===== config.mk =====
export PLATFORM = sky130hd
export DESIGN_NAME = seg_line_loader
export DESIGN_NICKNAME = d
export VERILOG_FILES = /design/src/rtl/seg_pkg.sv /design/src/rtl/seg_edge_sync.sv /design/src/rtl/seg_capture_ctrl.sv /design/src/rtl/seg_line_store.sv /design/src/rtl/seg_level_enc.sv /design/src/rtl/seg_line_loader.sv
export SDC_FILE = /design/constraint.sdc
export NUM_CORES = 1
export LEC_CHECK = 0
export ABC_AREA = 1
export BUFFER_PORTS_ARGS = -buffer_cell sky130_fd_sc_hd__buf_4
export CAP_MARGIN = 10
export CELL_PAD_IN_SITES_DETAIL_PLACEMENT = 0
export CELL_PAD_IN_SITES_GLOBAL_PLACEMENT = 1
export CORE_MARGIN = 10
export CORE_UTILIZATION = 41
export DETAILED_ROUTE_END_ITERATION = 8
export PLACE_DENSITY = 0.93
export SYNTH_ARGS = -nofsm -noshare
export SYNTH_HDL_FRONTEND = slang
export SYNTH_SLANG_ARGS = --single-unit

===== constraint.sdc =====
create_clock -name clk -period 12.8 [get_ports clk]
set_clock_uncertainty 0.1 [all_clocks]
set_input_delay 1.28 -clock clk [delete_from_list [all_inputs] [get_ports clk]]
set_output_delay 1.28 -clock clk [all_outputs]
set_load 0.01 [all_outputs]

===== src/rtl/seg_pkg.sv =====
package seg_pkg;

  typedef enum logic [1:0] {
    LVL_TOP  = 2'd0,
    LVL_MIDH = 2'd1,
    LVL_MIDL = 2'd2,
    LVL_BOT  = 2'd3
  } drive_lvl_e;

  function automatic logic [7:0] flip8(input logic [7:0] b);
    logic [7:0] r;
    for (int i = 0; i < 8; i++) r[i] = b[7-i];
    return r;
  endfunction

  function automatic drive_lvl_e lvl_of(input logic on, input logic fr, input logic d);
    drive_lvl_e l;
    if (!on)            l = LVL_BOT;
    else if (!fr && !d) l = LVL_MIDL;
    else if (!fr &&  d) l = LVL_BOT;
    else if ( fr && !d) l = LVL_MIDH;
    else                l = LVL_TOP;
    return l;
  endfunction

endpackage


===== src/rtl/seg_edge_sync.sv =====
module seg_edge_sync #(
  parameter int STAGES = 2,
  parameter int SIDE_W = 1
) (
  input  logic              clk,
  input  logic              rst_n,
  input  logic              strobe_in,
  input  logic [SIDE_W-1:0] side_in,
  output logic              fall_o,
  output logic [SIDE_W-1:0] side_o
);
  logic [STAGES-1:0] chain_q;
  logic [SIDE_W-1:0] side_q [STAGES];
  logic              last_q;

  always_ff @(posedge clk or negedge rst_n) begin
    if (!rst_n) begin
      chain_q <= '0;
      last_q  <= 1'b0;
      for (int i = 0; i < STAGES; i++) side_q[i] <= '0;
    end else begin
      chain_q[0] <= strobe_in;
      side_q[0]  <= side_in;
      for (int i = 1; i < STAGES; i++) begin
        chain_q[i] <= chain_q[i-1];
        side_q[i]  <= side_q[i-1];
      end
      last_q <= chain_q[STAGES-1];
    end
  end

  assign fall_o = last_q & ~chain_q[STAGES-1];
  assign side_o = side_q[STAGES-1];
endmodule


===== src/rtl/seg_capture_ctrl.sv =====
module seg_capture_ctrl import seg_pkg::*; #(
  parameter int COLS = 160
) (
  input  logic                          clk,
  input  logic                          rst_n,
  input  logic                          sclk_fall,
  input  logic                          lp_fall,
  input  logic                          wide_mode,
  input  logic                          dir_up,
  input  logic                          en_in_n,
  input  logic [7:0]                    din,
  output logic                          wr_en,
  output logic [$clog2(COLS/8)-1:0]     wr_slot,
  output logic [7:0]                    wr_byte,
  output logic                          en_out,
  output logic                          done_o
);
  localparam int BYTES = COLS / 8;
  localparam int IW    = $clog2(BYTES);
  localparam logic [IW-1:0] LAST_IDX = IW'(BYTES - 1);

  logic [IW-1:0] idx_q, idx_n;
  logic          half_q, half_n;
  logic [3:0]    nib_q, nib_n;
  logic          active_q, active_n;
  logic          done_q, done_n;
  logic          eo_low_q, eo_low_n;
  logic          take, byte_rdy, last;
  logic [7:0]    word;

  always_comb begin
    take     = sclk_fall && !done_q && (active_q || !en_in_n);
    word     = wide_mode ? din : {nib_q, din[3:0]};
    byte_rdy = take && (wide_mode || half_q);
    last     = byte_rdy && (idx_q == LAST_IDX);
    idx_n    = idx_q;
    half_n   = half_q;
    nib_n    = nib_q;
    active_n = active_q;
    done_n   = done_q;
    eo_low_n = eo_low_q;
    if (lp_fall) begin
      idx_n    = '0;
      half_n   = 1'b0;
      active_n = 1'b0;
      done_n   = 1'b0;
      eo_low_n = 1'b0;
    end else begin
      if (sclk_fall) eo_low_n = 1'b0;
      if (take) begin
        active_n = 1'b1;
        if (!wide_mode && !half_q) begin
          nib_n  = din[3:0];
          half_n = 1'b1;
        end else begin
          half_n = 1'b0;
          idx_n  = last ? '0 : idx_q + 1'b1;
        end
        if (last) begin
          done_n   = 1'b1;
          active_n = 1'b0;
          eo_low_n = 1'b1;
        end
      end
    end
  end

  always_ff @(posedge clk or negedge rst_n) begin
    if (!rst_n) begin
      idx_q    <= '0;
      half_q   <= 1'b0;
      nib_q    <= '0;
      active_q <= 1'b0;
      done_q   <= 1'b0;
      eo_low_q <= 1'b0;
    end else begin
      idx_q    <= idx_n;
      half_q   <= half_n;
      nib_q    <= nib_n;
      active_q <= active_n;
      done_q   <= done_n;
      eo_low_q <= eo_low_n;
    end
  end

  assign wr_en   = byte_rdy && !lp_fall;
  assign wr_slot = dir_up ? idx_q : LAST_IDX - idx_q;
  assign wr_byte = dir_up ? flip8(word) : word;
  assign en_out  = ~eo_low_q;
  assign done_o  = done_q;
endmodule


===== src/rtl/seg_line_store.sv =====
module seg_line_store #(
  parameter int COLS = 160
) (
  input  logic                      clk,
  input  logic                      rst_n,
  input  logic                      wr_en,
  input  logic [$clog2(COLS/8)-1:0] wr_slot,
  input  logic [7:0]                wr_byte,
  input  logic                      lp_fall,
  input  logic                      disp_on_s,
  output logic [COLS-1:0]           dlatch,
  output logic [COLS-1:0]           line_q
);
  localparam int BYTES = COLS / 8;
  localparam int IW    = $clog2(BYTES);

  always_ff @(posedge clk or negedge rst_n) begin
    if (!rst_n) begin
      dlatch <= '0;
    end else if (wr_en) begin
      for (int s = 0; s < BYTES; s++)
        if (wr_slot == IW'(s)) dlatch[8*s +: 8] <= wr_byte;
    end
  end

  always_ff @(posedge clk or negedge rst_n) begin
    if (!rst_n)          line_q <= '0;
    else if (!disp_on_s) line_q <= '0;
    else if (lp_fall)    line_q <= dlatch;
  end
endmodule


===== src/rtl/seg_level_enc.sv =====
module seg_level_enc import seg_pkg::*; #(
  parameter int COLS = 160
) (
  input  logic [COLS-1:0]   line_q,
  input  logic              frame_inv,
  input  logic              disp_on_s,
  output logic [2*COLS-1:0] codes
);
  for (genvar c = 0; c < COLS; c++) begin : g_col
    assign codes[2*c +: 2] = lvl_of(disp_on_s, frame_inv, line_q[c]);
  end
endmodule


===== src/rtl/seg_line_loader.sv =====
module seg_line_loader #(
  parameter int COLS        = 160,
  parameter int SYNC_STAGES = 2
) (
  input  logic              clk,
  input  logic              rst_n,
  input  logic              width_sel,
  input  logic              fill_up,
  input  logic              shift_clk,
  input  logic [7:0]        data_in,
  input  logic              line_pulse,
  input  logic              disp_on,
  input  logic              frame_inv,
  input  logic              link_a_in,
  output logic              link_a_out,
  output logic              link_a_oe,
  input  logic              link_b_in,
  output logic              link_b_out,
  output logic              link_b_oe,
  output logic [COLS-1:0]   line_bits,
  output logic [2*COLS-1:0] drive_code
);
  localparam int BYTES = COLS / 8;
  localparam int IW    = $clog2(BYTES);

  logic          sclk_fall, lp_fall, disp_on_s, en_in_s;
  logic [7:0]    din_s;
  logic          wr_en, done_w, en_out;
  logic [IW-1:0] wr_slot;
  logic [7:0]    wr_byte;
  logic [COLS-1:0] dlatch;
  logic          en_in_raw;

  assign en_in_raw = fill_up ? link_a_in : link_b_in;

  seg_edge_sync #(.STAGES(SYNC_STAGES), .SIDE_W(9)) u_sclk_sync (
    .clk(clk), .rst_n(rst_n), .strobe_in(shift_clk),
    .side_in({en_in_raw, data_in}), .fall_o(sclk_fall), .side_o({en_in_s, din_s})
  );

  seg_edge_sync #(.STAGES(SYNC_STAGES), .SIDE_W(1)) u_lp_sync (
    .clk(clk), .rst_n(rst_n), .strobe_in(line_pulse),
    .side_in(disp_on), .fall_o(lp_fall), .side_o(disp_on_s)
  );

  seg_capture_ctrl #(.COLS(COLS)) u_ctrl (
    .clk(clk), .rst_n(rst_n), .sclk_fall(sclk_fall), .lp_fall(lp_fall),
    .wide_mode(width_sel), .dir_up(fill_up), .en_in_n(en_in_s), .din(din_s),
    .wr_en(wr_en), .wr_slot(wr_slot), .wr_byte(wr_byte),
    .en_out(en_out), .done_o(done_w)
  );

  seg_line_store #(.COLS(COLS)) u_store (
    .clk(clk), .rst_n(rst_n), .wr_en(wr_en), .wr_slot(wr_slot), .wr_byte(wr_byte),
    .lp_fall(lp_fall), .disp_on_s(disp_on_s), .dlatch(dlatch), .line_q(line_bits)
  );

  seg_level_enc #(.COLS(COLS)) u_enc (
    .line_q(line_bits), .frame_inv(frame_inv), .disp_on_s(disp_on_s), .codes(drive_code)
  );

  assign link_a_oe  = ~fill_up;
  assign link_b_oe  = fill_up;
  assign link_a_out = fill_up ? 1'b1 : en_out;
  assign link_b_out = fill_up ? en_out : 1'b1;
endmodule


; Word level (Yosys, flattened, before mapping)
; Cells that the tools add are included.
[classes]
eq_ne = 22
mux = 665
addsub = 2
bitwise = 7
n_reduce_logical = 680
[ops]
columns = cell, count
row1 = 2-bit two-way mux, 480
row2 = 1-bit logical AND, 486
row3 = 160-bit two-way mux, 2
row4 = 1-bit two-way mux, 176
row5 = 1-bit zero test, 166
row6 = 2-bit AND reduction, 22
row7 = "5-bit by 4-bit == test with 1-bit output, second input constant", 8
row8 = "5-bit == test, second input constant", 5
row9 = 5-bit two-way mux, 5
row10 = "5-bit by 3-bit == test with 1-bit output, second input constant", 4
row11 = 8-bit two-way mux, 2
row12 = "5-bit by 2-bit == test with 1-bit output, second input constant", 2
row13 = "5-bit by 1-bit adder with 5-bit output, second input constant", 1
row14 = "5-bit by 1-bit == test with 1-bit output, second input constant", 1
row15 = 5-bit zero test, 1
row16 = 1-bit inverter, 5
row17 = "5-bit subtractor, first input constant", 1
row18 = "2-bit by 1-bit != test with 1-bit output, second input constant", 2
row19 = 2-bit nonzero test, 2
row20 = 3-bit AND reduction, 1
row21 = 1-bit bitwise AND, 2
row22 = 1-bit logical OR, 2
[totals]
register_bits = 359
in_bits = 18

; Depth between registers and ports, before layout
; Gate-level depths: netlist of the first run.
[depth]
ltp_word = 10
depth_mapped = 11

; Cells and area by module
; A second synthesis of the first run with hierarchy kept.
[hier_totals]
hier_cells = 2463
hier_area_um2 = 18719.2
[by_module_without_submodules]
columns = module, seq_area_each_um2, n_inst, cells_per_inst, area_each_um2
row1 = seg_line_store, 8007.7, 1, 1448, 12896.1
row2 = seg_level_enc, 0.0, 1, 854, 4131.5
row3 = seg_capture_ctrl, 325.3, 1, 114, 917.1
row4 = seg_edge_sync (u_sclk_sync), 525.5, 1, 32, 603.1
row5 = seg_edge_sync (u_lp_sync), 125.1, 1, 7, 135.1
row6 = seg_line_loader, 0.0, 1, 8, 36.3

; Least setup slack after synthesis of the first run
; Ideal clock, no wire load.
[synth_timing]
path_kind = in2out
startpoint = input frame_inv
endpoint = output drive_code[101]
arrival_ns = 4.766
cell_stages = 5
path_slack_ns = 6.654
cell_sequence = buf_2 > clkbuf_1 > clkbuf_1 > nand2_1 > buf_4
[synth_between]
elab_chain_cells = 5
word_cells_on_any_way = 6
[synth_lines]
columns = element, line_no
row1 = "start, declared", seg_line_loader.sv:13  ; input logic frame_inv,
row2 = 1-bit zero test *, "seg_pkg.sv:19, seg_pkg.sv:20"
row3 = 1-bit logical AND, seg_pkg.sv:20  ; else if (!fr && d) l = LVL_BOT;
row4 = 2-bit two-way mux, seg_pkg.sv:20
row5 = 2-bit two-way mux *, seg_pkg.sv:19  ; else if (!fr && !d) l = LVL_MIDL;
row6 = 2-bit two-way mux *, seg_pkg.sv:18  ; if (!on) l = LVL_BOT;
row7 = "end, declared", seg_line_loader.sv:21  ; output logic [2*COLS-1:0] drive_code
; Mark *: on every way between the ends. The rest lies on a longest branch, timed or not.

; Final worst setup path of the first run
[layout_timing]
startpoint = register u_lp_sync.side_q (netlist bit u_lp_sync.side_o)
endpoint = output drive_code[194]
[layout_between]
elab_chain_cells = 1
[layout_lines]
columns = element, line_no
row1 = "start, declared", seg_edge_sync.sv:13  ; logic [SIDE_W-1:0] side_q [STAGES];
row2 = "start signal, assigned by index", seg_edge_sync.sv:26  ; side_q[i] <= side_q[i-1];
row3 = 2-bit two-way mux, seg_pkg.sv:18
; Every way passes these cells.

==> impl_metrics.tcl, run 1 <==
set metrics [dict create \
    clkLatencyLatePin_ns 0.55 \
    antenna_left 0 \
    cp_slowest_cell "dfrtp_4" \
    die_area_um2 54100 \
    min_from "u_lp_sync.chain_q[0]" \
    final_cell_mix "nand2_1 (667), buf_4 (507), nand3_1 (484)" \
    avgSynthCellArea_um2 7.94 \
    gp_congestion 0.822 \
    drc 0 \
    cts-root-buf "clkbuf_16" \
    antennaDiodeCount 0 \
    vias 16200 \
    mostFrequentLayoutCell "nand2_1" \
    nNetsFinal 2601 \
    wl_um 60300 \
    drt_iter0_drc 1317 \
    routed_via_density 5.08 \
    crit_path_max_fanout 170 \
    fill_cells 4119 \
    cts_max_path_buffers 3 \
    hold_buffers 0 \
    slew_viol_final 0 \
    seq_area_um2 8990 \
    num_rows 77 \
    htreeDepth 2 \
    cts_buffers 39 \
    hp-class "reg -> reg" \
    coreArea_um2 44400 \
    tritoncts "yes" \
    grt_pass1_wl_um 92200 \
    arrival_ns 3.58 \
    max-vdd-ir-drop_v 0.0000819 \
    multi_input_area_um2 6960 \
    area_growth_pct 22.2 \
    clk_pin_slew_worst_paths_ns 0.06 \
    start_util_pct 41.7 \
    antenna_found_initial 1 \
    ys_types 30 \
    crit_path_frequent_cell "buf_4" \
    cp-end-kind "output pin" \
    fin_setup_tns_ns 0 \
    setup_viol 0 \
    dp_hpwl_um 40500 \
    crit_chain "buf_4 > buf_12 > nand3_1 > buf_4" \
    die_w_um 233 \
    syn_nets 2357 \
    track_usage_pct 21.3 \
    port-buffer-count 501 \
    cap_violations 0 \
    synthesis.area_um2 18500 \
    grt_overflow_total 0 \
    io_pins 502 \
    path_delay_family "buffers and inverters" \
    fin_crit_sh_pct 38.7 \
    timing.critical_path.buf_inv 3 \
    drive_gt1_share_pct 24.8 \
    drt-pass1-iter-count 6 \
    fin_cells 3194 \
    synth_seq_cells 359 \
    rsz0062_at_grt "false" \
    cp-startpoint "u_lp_sync.side_o" \
    p_leak_uw 0.0114 \
    tightest_slew_ns 1.24 \
    cellPowerDensity_nw_per_um2 124 \
    dp.cells 3127 \
    cts_setup_buffers 0 \
    slew_headroom_pct 17.4 \
    worstPathRequired_ns 11.42 \
    post_cts_resized 0 \
    die_h_um 233 \
    fin_crit_ns 4.96 \
    startpoint_type "flip-flop" \
    crit_type "reg -> out" \
    status "finished clean" \
    rr_startpoint "u_lp_sync.side_o" \
    grt_max_degree 179 \
    synth_sequential_area_ratio_pct 48.5 \
    grt_pass1_vias 15600 \
    routedWlPerCell_um 18.9 \
    fmax_mhz 202 \
    synthCells 2332 \
    cts_sinks 359 \
    crit_path_max_incr_delay_ns 0.99 \
    hold_viol_final 0 \
    yosys_warnings 0 \
]
## layout make-up
class                   instances  area share [%]
inverters                     216            3.67
repair buffers                511            17.1
multi-input cells            1449            30.8
clock buffers                  52            4.89
flip-flops and latches        359            39.7
clock inverters                15           0.619
well taps                     592            3.27
## stage by stage
| stage | util (%) | power (uW) | hold WS (ns) | worst slack, ns | instance area (um2) |
|---|---|---|---|---|---|
| finish | 51.0 | 2800 | 0.248 | 7.84 | 22600 |
| detailed placement | 48.2 | 1720 | 0.239 | 8.22 | 21400 |
| floorplan | - | 1530 | 0.231 | 6.65 | 18500 |
| global placement | 48.2 | 1710 | 0.235 | 8.24 | 21400 |
| CTS | 51.0 | 2840 | 0.251 | 7.78 | 22600 |
| global route | 51.0 | 2920 | 0.253 | 7.67 | 22600 |
## worst reg2reg max path, delay by kind of cell (launching register included)
family / cells / cell delay [ns]
compound gates: 1 / 0.27
buf+inv: 3 / 2.02
flops: 1 / 0.99
simple gates: 1 / 0.87
## cell usage after synthesis
library cell	instances	share of area, %
nand2_2	15	0.51
xor2_1	3	0.14
nand4_4	1	0.11
clkbuf_1	109	2.2
nor2_8	3	0.32
inv_6	1	0.047
a21oi_1	4	0.11
o21bai_1	32	1.3
or2_2	1	0.034
inv_2	5	0.10
buf_2	15	0.41
o21ai_0	184	5.0
inv_1	209	4.2
nor2_2	3	0.10
nand2_8	1	0.11
nor2_4	18	1.1
nand3_2	4	0.22
dfrtp_1	359	48
ha_1	7	0.47
nand3_4	1	0.095
nand2_4	9	0.55
buf_1	7	0.14
nand4_1	4	0.14
buf_6	4	0.24
nor2_1	6	0.12
clkinv_2	1	0.027
nand2_1	669	14
buf_4	172	7.0
buf_12	1	0.11
nand3_1	484	13
## metal layers
metal  up-vias  wire, um  GRT usage (%)
li1       7762         -              -
met1      7834     24400           26.1
met2       542     30400           37.2
met3        77      4140           4.04
met4         0      1380           6.31
met5         -         0              0
## logic make-up after synthesis
kind of cell    after synthesis  share of synthesized area, %
flops                       359                          48.5
simple gates               1219                          30.0
compound gates              220                          6.38
buf+inv                     524                          14.5
xor+xnor                      3                         0.142
fa+ha+maj                     7                         0.473
## power by group
group / switching, uW / internal (uW) / total (uW)
Combinational: 290 / 149 / 439
Clock: 461 / 648 / 1110
Sequential: 49.4 / 1200 / 1250
## worst paths after layout
check | cells past startpoint | slack, ns | to
worst max register to register | 5 | 8.45 | u_store.line_q[101]
min in group asynchronous | 1 | 0.66 | u_store.line_q[26]
worst min-delay path | 0 | 0.25 | u_lp_sync.chain_q[1]
max in group asynchronous | 2 | 10.38 | u_store.dlatch[92]
worst min register to register | 0 | 0.25 | u_lp_sync.chain_q[1]
worst max-delay path | 4 | 7.84 | drive_code[194]
## sequential cells by signal (all words and copies together), names as in the netlist
signal and count:
u_ctrl.half_q 1, u_ctrl.idx_q 5, u_ctrl.active_q 1, u_lp_sync.side_q 1, u_lp_sync.chain_q 2, u_sclk_sync.side_o 9, u_sclk_sync.side_q 9, u_store.line_q 160
u_store.dlatch 160, u_ctrl.nib_q 4, u_ctrl.done_o 1, u_lp_sync.side_o 1, u_sclk_sync.chain_q 2, u_ctrl.eo_low_q 1, u_sclk_sync.last_q 1, u_lp_sync.last_q 1
(Power assumes the default switching activity.)
==> inputs of run 2 (changes only) <==
--- a/config.mk
+++ b/config.mk
@@ -11,9 +11,9 @@
 export CELL_PAD_IN_SITES_DETAIL_PLACEMENT = 0
 export CELL_PAD_IN_SITES_GLOBAL_PLACEMENT = 1
 export CORE_MARGIN = 10
-export CORE_UTILIZATION = 41
+export CORE_UTILIZATION = 38
 export DETAILED_ROUTE_END_ITERATION = 8
-export PLACE_DENSITY = 0.93
+export PLACE_DENSITY = 0.88
 export SYNTH_ARGS = -nofsm -noshare
 export SYNTH_HDL_FRONTEND = slang
 export SYNTH_SLANG_ARGS = --single-unit
==> constraint.sdc (replaced) <==
create_clock -name clk -period 4.9 [get_ports clk]
set_clock_uncertainty 0.1 [all_clocks]
set_input_delay 0.49 -clock clk [delete_from_list [all_inputs] [get_ports clk]]
set_output_delay 0.49 -clock clk [all_outputs]
set_load 0.01 [all_outputs]
==> run 2 against run 1 <==
  * Setup slack got worse by 6.5 ns
  * Worst hold slack got worse by 0.21 ns
  * Via count increased by 0.29%
  * Design area increased by 1.7%
  * Sequential share of layout area decreased by 0.67 points
  * Non-clock buffer count increased by 19
  * Register-to-register slack got worse by 6.5 ns
  * Critical path depth decreased by 1
  * Clock power increased to 2.9 times the previous value
  * Power increased to 2.7 times the previous value
  * Largest power group unchanged
  * Routed wire length increased by 1.3%
  * Flip-flop and latch count unchanged
==> impl_metrics.tcl, run 2 (same netlist as run 1, synthesis figures left out) <==
set metrics [dict create \
    worstSetupEndpoint "drive_code[99]" \
    tritoncts "yes" \
    routedWlPerCell_um 18.8 \
    nNetsFinal 2621 \
    tightest_slew_ns 1.13 \
    clk_pin_slew_worst_paths_ns 0.06 \
    worst_slack_ns 1.37 \
    final_cell_mix "nand2_1 (667), buf_4 (512), nand3_1 (484)" \
    fin_setup_tns_ns 0 \
    fmax_mhz 283 \
    cts_setup_buffers 0 \
    antenna_found_initial 0 \
    start_util_pct 38.6 \
    cp.depth 3 \
    drc 0 \
    multi_input_area_um2 6960 \
    vias 16300 \
    num_rows 80 \
    crit_type "reg -> out" \
    hp-class "in -> reg" \
    sw_frac_of_total_pct 28.2 \
    antennaDiodeCount 0 \
    utilization_pct 48.0 \
    slew_viol_final 0 \
    area_growth_pct 24.3 \
    max-vdd-ir-drop_v 0.000274 \
    regToRegSetupSlack_ns 1.92 \
    post_cts_resized 0 \
    grt_pass1_vias 15900 \
    hold_buffers 12 \
    p_leak_uw 0.0116 \
    slew_headroom_pct 24.4 \
    cts-root-buf "clkbuf_16" \
    cp-end-kind "output pin" \
    worstPathRequired_ns 4.31 \
    wl_um 61100 \
    fill_cells 4532 \
    status "finished clean" \
    coreArea_um2 47900 \
    die_h_um 241 \
    antenna_left 0 \
    clkPwrFrac_pct 42.0 \
    r2r_end "u_store.dlatch[70]" \
    crit_path_frequent_cell "buf_4" \
    cap_violations 0 \
    startpoint_type "flip-flop" \
    top_regs "u_store.dlatch (160), u_store.line_q (160)" \
    cellPowerDensity_nw_per_um2 332 \
    rsz0062_at_grt "false" \
    dp_hpwl_um 42000 \
    p_total_uw 7640 \
    clkLatencyLatePin_ns 0.57 \
    crit_path_max_incr_delay_ns 0.74 \
    drt-pass1-iter-count 6 \
    crit_path_max_fanout 80 \
    arrival_ns 2.94 \
    setup_viol 0 \
    drive_gt1_share_pct 25.1 \
    finalHoldWorstSlack_ns 0.0347 \
    gp_congestion 0.791 \
    track_usage_pct 20.1 \
    crit_chain "nand2_4 > buf_4 > buf_4" \
    seqPwrFrac_pct 42.8 \
    dp_worst_setup_slack_ns 1.80 \
    grt_overflow_total 0 \
    grt_max_degree 125 \
    routed_via_density 5.02 \
    cts_sinks 359 \
    die_w_um 241 \
    path_delay_family "buffers and inverters" \
    cts_max_path_buffers 3 \
    rr_startpoint "u_lp_sync.last_q" \
    mostFrequentLayoutCell "nand2_1" \
    drt_iter0_drc 1109 \
    port-buffer-count 501 \
    fin_crit_ns 3.53 \
    grt_pass1_wl_um 92400 \
    p_int_uw 5480 \
    htreeDepth 2 \
    combPwrFrac_pct 15.2 \
    power.switching_uw 2160 \
    cts_buffers 40 \
    cp_slowest_cell "dfrtp_4" \
    cp-startpoint "u_lp_sync.side_o" \
    hold_viol_final 0 \
    reg2reg_depth 7 \
    die_area_um2 58000 \
    seq_area_um2 8990 \
    timing.critical_path.buf_inv 2 \
    io_pins 502 \
    fin_crit_sh_pct 72.1 \
]
## run 2: stage by stage
stage | cell area [um2] | instances
3_3_place_gp | 21500 | 3157
3_5_place_dp | 21500 | 3157
5_1_grt | 23000 | 3241
6_report | 23000 | 3241
2_1_floorplan | 18500 | 2332
4_1_cts | 23000 | 3241
## run 2: power by group through the flow
stage	Clock (uW)	Combinational (uW)	Sequential (uW)
2_1_floorplan	0	705	3300
3_3_place_gp	0	1150	3320
5_1_grt	3400	1280	3290
6_report	3210	1160	3270
4_1_cts	3270	1180	3270
3_5_place_dp	0	1170	3320
## run 2: final cells by class
class / instances / area share [%]
tap: 615 / 3.34
multi-input combinational: 1449 / 30.2
sequential: 359 / 39.0
clock buffer: 54 / 5.06
timing repair buffer: 530 / 17.7
clock inverter: 18 / 1.07
inverter: 216 / 3.61
## run 2: worst reg2reg max path, cell delays in order, from the launching register on
cell and delay (ns):
dfrtp_1 0.37, nand2_1 0.49, nand4_4 0.22, inv_6 0.75, buf_4 0.61, nand2_4 0.15, nand2_1 0.11, nand2_1 0.06
## run 2: metal layers
| metal | vias to the layer above | track usage, % | share of wire (%) |
|---|---|---|---|
| met5 | - | 0 | 0 |
| met1 | 7822 | 23.6 | 39 |
| met4 | 0 | 5.18 | 2.2 |
| met3 | 80 | 4.56 | 8.0 |
| li1 | 7808 | - | - |
| met2 | 552 | 36.2 | 51 |
## run 2: worst min path at each step
stage	to	depth (start not counted)	startpoint
2_1_floorplan	u_ctrl.active_q	0	rst_n
3_3_place_gp	u_lp_sync.side_o	0	u_lp_sync.side_q[1]
3_5_place_dp	u_lp_sync.side_o	0	u_lp_sync.side_q[1]
4_1_cts	u_sclk_sync.side_q[17]	3	link_a_in
5_1_grt	u_sclk_sync.side_q[17]	3	link_a_in
6_report	u_sclk_sync.side_q[17]	3	link_a_in
